## src/rtl/blk_xfer_pkg.sv

```systemverilog
package blk_xfer_pkg;
  localparam int FLAG_S  = 7;
  localparam int FLAG_Z  = 6;
  localparam int FLAG_H  = 4;
  localparam int FLAG_PV = 2;
  localparam int FLAG_N  = 1;
  localparam int FLAG_C  = 0;

  typedef enum logic [1:0] {
    ST_IDLE,
    ST_READ,
    ST_DATA,
    ST_WRITE
  } engState_t;

  // strobes from control to datapath
  typedef struct packed {
    logic load;
    logic latchData;
    logic stepCopy;
    logic stepCmp;
    logic addrDst;
  } dpCtl_t;
endpackage

```

## src/rtl/blk_xfer_datapath.sv

```systemverilog
module blk_xfer_datapath
  import blk_xfer_pkg::*;
#(
  parameter int ADDR_W = 16,
  parameter int CNT_W  = 16,
  parameter int DATA_W = 8
) (
  input  logic              clk,
  input  logic              rstN,
  input  dpCtl_t            ctl,
  input  logic              cmdDown,
  input  logic [ADDR_W-1:0] srcIn,
  input  logic [ADDR_W-1:0] dstIn,
  input  logic [CNT_W-1:0]  cntIn,
  input  logic [DATA_W-1:0] keyIn,
  input  logic [DATA_W-1:0] flagsIn,
  input  logic [DATA_W-1:0] memRdata,
  output logic [ADDR_W-1:0] memAddr,
  output logic [DATA_W-1:0] memWdata,
  output logic              cntZeroNext,
  output logic              byteMatch,
  output logic [ADDR_W-1:0] srcPtr,
  output logic [ADDR_W-1:0] dstPtr,
  output logic [CNT_W-1:0]  count,
  output logic [DATA_W-1:0] flagsOut
);
  localparam logic [ADDR_W-1:0] ADDR_ONE = ADDR_W'(1);
  localparam logic [CNT_W-1:0]  CNT_ONE  = CNT_W'(1);
  localparam int NIB = 4;

  logic [ADDR_W-1:0] srcReg, dstReg, srcStep, dstStep;
  logic [CNT_W-1:0]  cntReg, cntDec;
  logic [DATA_W-1:0] keyReg, flagReg, dataReg, diff;
  logic              downReg, halfBorrow;

  assign srcStep    = downReg ? srcReg - ADDR_ONE : srcReg + ADDR_ONE;
  assign dstStep    = downReg ? dstReg - ADDR_ONE : dstReg + ADDR_ONE;
  assign cntDec     = cntReg - CNT_ONE;
  assign diff       = keyReg - memRdata;
  assign halfBorrow = keyReg[NIB-1:0] < memRdata[NIB-1:0];

  assign cntZeroNext = (cntDec == '0);
  assign byteMatch   = (keyReg == memRdata);

  always_ff @(posedge clk) begin
    if (!rstN) begin
      srcReg  <= '0;
      dstReg  <= '0;
      cntReg  <= '0;
      keyReg  <= '0;
      flagReg <= '0;
      dataReg <= '0;
      downReg <= 1'b0;
    end else if (ctl.load) begin
      srcReg  <= srcIn;
      dstReg  <= dstIn;
      cntReg  <= cntIn;
      keyReg  <= keyIn;
      flagReg <= flagsIn;
      downReg <= cmdDown;
    end else begin
      if (ctl.latchData) dataReg <= memRdata;
      if (ctl.stepCopy) begin
        srcReg          <= srcStep;
        dstReg          <= dstStep;
        cntReg          <= cntDec;
        flagReg[FLAG_H] <= 1'b0;
        flagReg[FLAG_N] <= 1'b0;
        flagReg[FLAG_PV] <= !cntZeroNext;
      end
      if (ctl.stepCmp) begin
        srcReg           <= srcStep;
        cntReg           <= cntDec;
        flagReg[FLAG_S]  <= diff[DATA_W-1];
        flagReg[FLAG_Z]  <= (diff == '0);
        flagReg[FLAG_H]  <= halfBorrow;
        flagReg[FLAG_PV] <= !cntZeroNext;
        flagReg[FLAG_N]  <= 1'b1;
      end
    end
  end

  assign memAddr  = ctl.addrDst ? dstReg : srcReg;
  assign memWdata = dataReg;
  assign srcPtr   = srcReg;
  assign dstPtr   = dstReg;
  assign count    = cntReg;
  assign flagsOut = flagReg;
endmodule

```

## src/rtl/blk_xfer_control.sv

```systemverilog
module blk_xfer_control
  import blk_xfer_pkg::*;
(
  input  logic   clk,
  input  logic   rstN,
  input  logic   cmdStart,
  input  logic   cmdSearch,
  input  logic   cmdRepeat,
  input  logic   memReady,
  input  logic   cntZeroNext,
  input  logic   byteMatch,
  output dpCtl_t ctl,
  output logic   memReq,
  output logic   memWe,
  output logic   busy,
  output logic   done
);
  engState_t state, stateNext;
  logic searchReg, repeatReg, finish;

  always_comb begin
    ctl       = '0;
    memReq    = 1'b0;
    memWe     = 1'b0;
    finish    = 1'b0;
    stateNext = state;
    unique case (state)
      ST_IDLE: begin
        if (cmdStart) begin
          ctl.load  = 1'b1;
          stateNext = ST_READ;
        end
      end
      ST_READ: begin
        memReq = 1'b1;
        if (memReady) stateNext = ST_DATA;
      end
      ST_DATA: begin
        if (searchReg) begin
          ctl.stepCmp = 1'b1;
          if (!repeatReg || byteMatch || cntZeroNext) begin
            finish    = 1'b1;
            stateNext = ST_IDLE;
          end else begin
            stateNext = ST_READ;
          end
        end else begin
          ctl.latchData = 1'b1;
          stateNext     = ST_WRITE;
        end
      end
      ST_WRITE: begin
        memReq      = 1'b1;
        memWe       = 1'b1;
        ctl.addrDst = 1'b1;
        if (memReady) begin
          ctl.stepCopy = 1'b1;
          if (!repeatReg || cntZeroNext) begin
            finish    = 1'b1;
            stateNext = ST_IDLE;
          end else begin
            stateNext = ST_READ;
          end
        end
      end
      default: stateNext = ST_IDLE;
    endcase
  end

  always_ff @(posedge clk) begin
    if (!rstN) begin
      state     <= ST_IDLE;
      searchReg <= 1'b0;
      repeatReg <= 1'b0;
      done      <= 1'b0;
    end else begin
      state <= stateNext;
      done  <= finish;
      if (ctl.load) begin
        searchReg <= cmdSearch;
        repeatReg <= cmdRepeat;
      end
    end
  end

  assign busy = (state != ST_IDLE);
endmodule

```

## src/rtl/blk_xfer_engine.sv

```systemverilog
module blk_xfer_engine
  import blk_xfer_pkg::*;
#(
  parameter int ADDR_W = 16,
  parameter int CNT_W  = 16,
  parameter int DATA_W = 8
) (
  input  logic              clk,
  input  logic              rstN,
  input  logic              cmdStart,
  input  logic              cmdSearch,
  input  logic              cmdRepeat,
  input  logic              cmdDown,
  input  logic [ADDR_W-1:0] srcIn,
  input  logic [ADDR_W-1:0] dstIn,
  input  logic [CNT_W-1:0]  cntIn,
  input  logic [DATA_W-1:0] keyIn,
  input  logic [DATA_W-1:0] flagsIn,
  output logic              memReq,
  output logic              memWe,
  output logic [ADDR_W-1:0] memAddr,
  output logic [DATA_W-1:0] memWdata,
  input  logic              memReady,
  input  logic [DATA_W-1:0] memRdata,
  output logic              busy,
  output logic              done,
  output logic [ADDR_W-1:0] srcPtr,
  output logic [ADDR_W-1:0] dstPtr,
  output logic [CNT_W-1:0]  count,
  output logic [DATA_W-1:0] flagsOut
);
  dpCtl_t ctl;
  logic   cntZeroNext, byteMatch;

  blk_xfer_control u_ctrl (
    .clk        (clk),
    .rstN       (rstN),
    .cmdStart   (cmdStart),
    .cmdSearch  (cmdSearch),
    .cmdRepeat  (cmdRepeat),
    .memReady   (memReady),
    .cntZeroNext(cntZeroNext),
    .byteMatch  (byteMatch),
    .ctl        (ctl),
    .memReq     (memReq),
    .memWe      (memWe),
    .busy       (busy),
    .done       (done)
  );

  blk_xfer_datapath #(
    .ADDR_W(ADDR_W),
    .CNT_W (CNT_W),
    .DATA_W(DATA_W)
  ) u_dp (
    .clk        (clk),
    .rstN       (rstN),
    .ctl        (ctl),
    .cmdDown    (cmdDown),
    .srcIn      (srcIn),
    .dstIn      (dstIn),
    .cntIn      (cntIn),
    .keyIn      (keyIn),
    .flagsIn    (flagsIn),
    .memRdata   (memRdata),
    .memAddr    (memAddr),
    .memWdata   (memWdata),
    .cntZeroNext(cntZeroNext),
    .byteMatch  (byteMatch),
    .srcPtr     (srcPtr),
    .dstPtr     (dstPtr),
    .count      (count),
    .flagsOut   (flagsOut)
  );
endmodule

```

## config.mk

```make
export PLATFORM = sky130hd
export DESIGN_NAME = blk_xfer_engine
export DESIGN_NICKNAME = d
export VERILOG_FILES = /design/src/rtl/blk_xfer_pkg.sv /design/src/rtl/blk_xfer_datapath.sv /design/src/rtl/blk_xfer_control.sv /design/src/rtl/blk_xfer_engine.sv
export SDC_FILE = /design/constraint.sdc
export NUM_CORES = 1
export LEC_CHECK = 0
export ABC_AREA = 1
export BUFFER_PORTS_ARGS = -buffer_cell sky130_fd_sc_hd__buf_2
export CORE_UTILIZATION = 50
export CTS_BUF_LIST = sky130_fd_sc_hd__clkbuf_2
export DETAILED_ROUTE_END_ITERATION = 8
export GPL_TIMING_DRIVEN = 0
export PLACE_DENSITY = 0.85
export SKIP_CTS_REPAIR_TIMING = 1
export SYNTH_ARGS = -nofsm -noshare
export SYNTH_HDL_FRONTEND = slang
export SYNTH_HIERARCHICAL = 1
export SYNTH_SLANG_ARGS = --single-unit
```

## constraint.sdc

```tcl
create_clock -name clk -period 4.7 [get_ports clk]
set_clock_uncertainty 0.05 [all_clocks]
set_input_delay 0.47 -clock clk [delete_from_list [all_inputs] [get_ports clk]]
set_output_delay 0.47 -clock clk [all_outputs]
set_load 0.03 [all_outputs]
```

* After elaboration in Yosys (flattened, before gate mapping) *
Index checks and enable logic that the tools add are counted.

cells by class
  add/sub/neg operators = 6
  order comparisons = 1
  equality and inequality tests = 7
  mux-type cells = 41
  bitwise logic cells = 1
  reduce and logical (&&, ||, !) cells = 15

operator list
  operator                 number
  $mux W16                 11
  $sub A16 B1 Y16 const B  3
  $add A16 B1 Y16 const B  2
  $mux W1                  19
  $mux W2                  9
  $logic_not A16 Y1        1
  $eq A8 B8 Y1             1
  $logic_not A8 Y1         1
  $pmux W2 S4              1
  $sub A8 B8 Y8            1
  $ne A2 B2 Y1 const B     3
  $reduce_bool A2 Y1       3
  $eq A2 B2 Y1 const B     2
  $lt A4 B4 Y1             1
  $logic_or A1 B1 Y1       3
  $reduce_and A3 Y1        1
  $reduce_bool A3 Y1       1
  $eq A2 B1 Y1 const B     1
  $logic_not A1 Y1         2
  $logic_not A2 Y1         1
  $pmux W1 S2              1
  $reduce_and A2 Y1        1
  $reduce_or A2 Y1         1
  $not A1 Y1               1

storage, ports and cells
  register bits = 78
  input bits = 79
  output and inout port bits = 84
  logic and storage cells = 84

* Longest topological paths before layout *
Gate-level depths: netlist of run 1.

  word-level depth = 6
  depth in mapped cells = 17
  mapped depth without buffers = 17

* Hierarchy *
Netlist of run 1, hierarchy kept.

by module, submodules not included
  module             times used  cells an instance  area an instance (µm²)  seq. area each (µm²)
  blk_xfer_datapath  1           815                5290.1                  1461.4
  blk_xfer_control   1           47                 276.5                   100.1

* Worst setup path after synthesis of run 1 *
OpenSTA, ideal clock, no wires.

  path type = register to register
  start point = register u_dp.downReg
  end point = register u_dp.srcReg[10] (netlist: u_dp/srcPtr[10])
  setup time = 0.070 ns
  data arrival time = 2.343 ns
  data required time = 4.580 ns
  setup slack = 2.237 ns
  cell stages (with the launch flop) = 13
  path buffers = 0
  clock period less this slack = 2.463 ns
  cell sequence = dfxtp_1 > inv_1 > fa_1 > inv_1 > nand3_1 > nand2_1 > nand2_1 > nand2_1 > a21oi_1 > or2_1 > nand3_1 > nand2_1 > a21oi_1

between the ends
  longest elaborated chain between the ends = 4

ends and longest elaborated chain
  what                      line                     source
  start: declaration        blk_xfer_datapath.sv:34  logic downReg, halfBorrow;
  start signal: assignment  blk_xfer_datapath.sv:60  downReg <= cmdDown;
  $mux W16 (*)              blk_xfer_datapath.sv:36  assign srcStep = downReg ? srcReg - ADDR_ONE : srcReg + ADDR_ONE;
  $mux W16                  blk_xfer_datapath.sv:63  if (ctl.stepCopy) begin
  $mux W16 (*)              blk_xfer_datapath.sv:71  if (ctl.stepCmp) begin
  $mux W16 (*)              blk_xfer_datapath.sv:54  end else if (ctl.load) begin
  end signal: assignment    blk_xfer_datapath.sv:55  srcReg <= srcIn;
  end signal: assignment    blk_xfer_datapath.sv:64  srcReg <= srcStep;
  end signal: assignment    blk_xfer_datapath.sv:72  srcReg <= srcStep;
  end: declaration          blk_xfer_datapath.sv:31  logic [ADDR_W-1:0] srcReg, dstReg, srcStep, dstStep;

Mark *: on every way between the ends. The rest lies on a longest branch, timed or not. The select of a mux whose other input is x is not followed.
A chain may end at the register's enable or synchronous reset.

* Worst setup path after layout of run 1 *
  start point = register u_dp.downReg
  end point = register u_dp.srcReg[14] (netlist: u_dp/srcPtr[14])

Same word-level chain as after synthesis.

==> results of run 1 <==
cell type report:
type	instances	area, sq um
inverters	76	285
well taps	140	175
repair buffers	162	811
clock inverters	7	77.6
plain buffers	33	150
clock buffers	9	45.0
multi-input cells	675	3570
flip-flops and latches	78	1560
fillers	1074	4170
flip-flops by register name, summed over array words and instances, names as in the netlist:
register and flops:
u_dp/flagsOut 8, u_dp/srcPtr 16, u_ctrl/searchReg 1, u_ctrl/state 2, u_ctrl/done 1, u_dp/dstPtr 16, u_dp/downReg 1, u_dp/memWdata 8
u_dp/keyReg 8, u_dp/count 16, u_ctrl/repeatReg 1
worst max-delay path: stages, from the launching register on:
cell,delay (ps)
dfxtp_1,1260
inv_1,320
fa_1,460
inv_1,100
nand3_1,70
nand2_1,150
nand2_1,70
nand2_1,140
nand3_1,130
nand3_1,110
nand2_1,50
o21ai_0,140
a21oi_1,90
cell usage in the layout (no fill, tap or decap), types with 4 or more instances in the layout:
cell and count:
buf_2 171, ha_1 37, inv_2 4, dfxtp_1 78, a21oi_1 101, o21ai_1 6, o21bai_1 4, clkbuf_2 9
mux2_2 11, a31oi_1 11, a22oi_1 10, nor2_2 7, nand3_1 42, inv_1 72, clkbuf_1 17, nand2_1 200
xnor2_1 8, a21o_1 4, inv_6 4, nor3_1 4, o21ai_0 61, a221oi_1 8, nand4_1 5, xor2_1 11
nand3b_1 4, nor2_1 125
per-layer routing:
metal / global-route usage / routed length [um]
met3: 0.0339 / 1280
met2: 0.510 / 7940
met5: 0 / 0
met1: 0.406 / 7740
met4: 0.155 / 666
power by group through the flow:
stage               sequential, mW  combinational, mW  clock [mW]
floorplan                    0.999              0.795           0
global placement             0.880               1.25           0
detailed placement           0.881               1.27           0
CTS                          0.868               1.28       0.410
global route                 0.886               1.43       0.436
finish                       0.871               1.30       0.405
worst max path at each step:
stage / end / cells past startpoint / from
4_1_cts: u_dp/srcPtr[14] / 12 / u_dp/downReg
2_1_floorplan: u_dp/srcPtr[10] / 12 / u_dp/downReg
3_3_place_gp: u_dp/srcPtr[14] / 12 / u_dp/downReg
6_report: u_dp/srcPtr[14] / 12 / u_dp/downReg
5_1_grt: u_dp/srcPtr[14] / 12 / u_dp/downReg
3_5_place_dp: u_dp/srcPtr[14] / 12 / u_dp/downReg
metrics by stage:
step	utilization	area (sq um)	hold slack, ps
floorplan	-	5570	388
global placement	0.604	6550	403
detailed placement	0.604	6550	422
CTS	0.616	6680	25.1
global route	0.616	6680	39.1
finish	0.616	6680	49.3
logic make-up (layout without fill, tap and decap cells):
family          count (synthesis)  after routing  share of synthesized area
flops                          78             78                      0.281
compound gates                209            209                      0.207
xor+xnor                       19             19                     0.0299
mux                            11             11                     0.0223
simple gates                  397            397                      0.292
buf+inv                       109            287                     0.0782
fa+ha+maj                      39             39                     0.0904
==> impl_metrics.csv, run 1 <==
group,metric,value,unit
run_status,status,"finished, final reports clean",
pwr,power_frac_seq,0.339,
detailed_routing,routedWlPerCell,14.9,um
layout,diodes,0,
yosys,yosys-top-cells-count,"200 x nand2_1, 125 x nor2_1, 101 x a21oi_1",
pwr,finalPower,2.57,mW
cts,insertion_delay,580,ps
critical_path,r2r_cells,12,
yosys,yosysTopAreaCell,"dfxtp_1",
yosys,synth_area_leaders,"dfxtp_1 28%, nand2_1 13%, a21oi_1 9.1%, nor2_1 8.4%, ha_1 8.3%",
pwr,power.leakage,3.48,nW
flow_run,drv_cap,0,
die,die_w,108,um
cts,h-tree-depth,3,
critical_path,reg2reg_slack,1470,ps
pwr,p_per_area,385,nW/um^2
sta,fmax,310,MHz
grt,grt_pass1_wl,28.0,mm
die,die_h,108,um
sta,hold_viol,0,
place,portBuffers,162,
place,dp.cells,1164,
sta,setup_slack,1470,ps
sta,tightest_slew,1320,ps
cts,cts-buffers-inserted,9,
cts,clock-sinks,78,
layout,drive_gt1_frac,0.211,
layout,fin_cells,1180,
detailed_routing,ant_nets,0,
yosys,synth_seq_cells,78,
yosys,synthDominantCellAreaShare,0.281,
pwr,switching_power,1.27,mW
detailed_routing,drtIter0Drc,493,
yosys,syn_avg_cell_area,6.46,sq um
place,gp_congestion,0.979,
yosys,synth_edf_count,0,
cts,cts_tree,"yes",
cts,clkTransAtPathRegs,260,ps
yosys,yosysSeqAreaShare,0.281,
pwr,intPower,1.31,mW
detailed_routing,via_per_inst,5.53,
pwr,ir_drop,205,uV
yosys,synth_nets,980,
layout,nNetsFinal,1153,
yosys,ys.flop_type,"dfxtp_1",
yosys,synthCells,862,
die,rows,38,
critical_path,startpoint_type,"flip-flop",
cts,clockBufferDepth,2,
sta,finalCritPeriodShare,0.687,
hold_path,whs_path_depth,3,
die,initial_core_util,0.514,
grt,track_usage,0.312,
yosys,yosysWarnings,6,
pwr,combPwrFrac,0.504,
grt,antenna_found_initial,0,
detailed_routing,drcViolationCount,0,
sta,setup_viol,0,
grt,grt_max_degree,32,
critical_path,crit_path_end_kind,"flip-flop",
critical_path,arrival,3660,ps
critical_path,crit_path_max_fanout,31,
hold_path,min_path_type,"input port to flip-flop",
die,core,10800,sq um
grt,grt_pass1_vias,5897,
hold_path,hp-start,"flagsIn[3]",
layout,syn_to_final_growth,19.9,%
yosys,synth_most_common_cell,"nand2_1",
place,hpwl,13.7,mm
sta,slew_headroom,0.121,
sta,rsz0062_at_grt,"no",
detailed_routing,drt_first_pass_iters,5,
cts,root_buffer,"clkbuf_2",
hold_path,hold_end,"u_dp/flagsOut[3]",
critical_path,cp.required,5130,ps
detailed_routing,wirelength,17.6,mm
sta,maxSlewViolCount,0,
die,io_pins,163,
critical_path,r2r-start,"u_dp/downReg",
die,dieArea,11600,sq um
pwr,clockPowerShare,0.157,
yosys,syn_area,5570,sq um
sta,fin_crit,3230,ps
pwr,p_sw_frac,0.492,
yosys,synth_cell_types,38,
place,place_ws,1580,ps
yosys,async_reset_ff_frac,0,
detailed_routing,num_vias,6521,
sta,totalNegativeSetupSlack,0,ps
critical_path,r2r_end,"u_dp/srcPtr[14]",
grt,grt_remaining_overflow,0,
critical_path,critPathKind,"flip-flop to flip-flop",
(Power assumes the default switching activity.)
==> run 2, diff against run 1 <==
Clock period 4.7 ns to 3.2 ns, I/O delays scaled along.
==> impl_metrics.csv, run 2 (synthesis results as in run 1) <==
group,metric,value,unit
cts,cts-buffers-inserted,9,
place,hpwl,13.7,mm
die,die_w,108,um
grt,grt_pass1_wl,28.0,mm
grt,antenna_found_initial,0,
detailed_routing,ant_nets,0,
detailed_routing,wirelength,18.8,mm
layout,diodes,0,
sta,totalNegativeSetupSlack,0,ps
sta,maxSlewViolCount,0,
hold_path,hp-start,"cntIn[8]",
cts,root_buffer,"clkbuf_2",
hold_path,min_path_type,"input port to flip-flop",
sta,tightest_slew,715,ps
hold_path,whs_path_depth,3,
sta,whs,-28.2,ps
detailed_routing,routedWlPerCell,15.5,um
grt,grt_remaining_overflow,0,
critical_path,crit_path_max_fanout,10,
layout,fillerInstances,993,
flow_run,drv_cap,0,
pwr,power.leakage,3.63,nW
cts,clockBufferDepth,2,
critical_path,crit_chain,"nand2_1 -> inv_1 -> buf_4 -> clkbuf_1 -> mux2_2 -> buf_2",
detailed_routing,drtIter0Drc,611,
sta,setup_slack,402,ps
critical_path,cp.required,2830,ps
hold_path,hold_end,"u_dp/count[8]",
place,portBuffers,162,
sta,fin_crit,2800,ps
die,die_h,108,um
critical_path,crit_path_end_kind,"output pin",
cts,clkTransAtPathRegs,260,ps
layout,mostFrequentLayoutCells,"200 x nand2_1, 171 x buf_2, 125 x nor2_1, 101 x a21oi_1, 77 x dfxtp_1",
sta,setup_viol,0,
critical_path,slowest_delay,470,ps
pwr,ir_drop,319,uV
detailed_routing,via_per_inst,5.52,
layout,syn_to_final_growth,26.2,%
place,place_ws,78.8,ps
die,io_pins,163,
layout,drive_gt1_frac,0.205,
critical_path,arrival,2430,ps
die,core,10800,sq um
detailed_routing,num_vias,6704,
sta,finalCritPeriodShare,0.874,
critical_path,critPathKind,"flip-flop to output pin",
detailed_routing,drcViolationCount,0,
pwr,finalPower,3.84,mW
die,initial_core_util,0.514,
critical_path,r2r_end,"u_ctrl/state[0]",
place,dp.cells,1164,
cts,h-tree-depth,3,
sta,hold_viol,9,
detailed_routing,drt_first_pass_iters,5,
critical_path,startpoint_type,"flip-flop",
grt,track_usage,0.312,
layout,fin_util,0.648,
critical_path,crit_slowest_cell,"dfxtp_1",
die,dieArea,11600,sq um
cts,insertion_delay,580,ps
layout,fin_cells,1215,
die,rows,38,
sta,slew_headroom,0.523,
pwr,p_per_area,546,nW/um^2
sta,fmax,357,MHz
cts,clock-sinks,78,
run_status,status,"complete, but fails checks",
critical_path,reg2reg_slack,440,ps
layout,finish.instance_area,7030,sq um
place,dpl_cell_area,6550,sq um
grt,grt_pass1_vias,5897,
place,gp_congestion,0.979,
run_status,violations,"negative hold slack",
grt,grt_max_degree,32,
cts,cts_tree,"yes",
layout,nNetsFinal,1188,
layout,layout_commonest_cell,"nand2_1",
critical_path,r2r_cells,17,
sta,rsz0062_at_grt,"no",
critical_path,r2r-start,"u_dp/count[0]",
## run 2: changes by cell type in the layout (fill, tap and decap cells not counted)
cell,delta
dfxtp_1,-1
dlygate4sd3_1,+35
dfxtp_2,+1
## run 2: worst max-delay path by stage
stage                    startpoint               to  slack [ps]  cells past startpoint
floorplan              u_dp/downReg  u_dp/srcPtr[10]         740                     12
global placement       u_dp/downReg  u_dp/srcPtr[14]         140                     12
detailed placement     u_dp/downReg  u_dp/srcPtr[14]          80                     12
CTS                    u_dp/downReg  u_dp/srcPtr[14]          50                     12
global route          u_dp/count[0]  u_ctrl/state[0]         190                     17
finish              u_ctrl/state[0]       memAddr[6]         400                      6
## run 2: area by class of cell
cell class                 count  area (sq um)  area share
multi-input combinational    675          3570       0.508
sequential                    78          1560       0.222
timing repair buffer         197          1160       0.165
inverter                      76           285      0.0406
tap                          140           175      0.0249
buffer                        33           150      0.0214
clock inverter                 7          77.6      0.0110
clock buffer                   9          45.0     0.00641
## run 2: layer usage
| layer | track usage | part of all wire | vias to the layer above |
|---|---|---|---|
| met5 | 0 | 0 | - |
| met4 | 0.155 | 0.038 | 0 |
| met3 | 0.0339 | 0.083 | 58 |
| met2 | 0.510 | 0.47 | 351 |
| met1 | 0.406 | 0.41 | 3012 |
| li1 | - | - | 3283 |
## run 2: critical path, delay by kind of cell, from the launching register on
family | cells | cell delay [ps]
buf+inv | 4 | 840
simple gates | 1 | 140
flops | 1 | 470
mux | 1 | 400
## run 2: power breakdown
group	internal (mW)	total, mW	switching, mW
sequential	1.11	1.28	0.172
combinational	0.650	1.96	1.31
clock	0.190	0.600	0.410
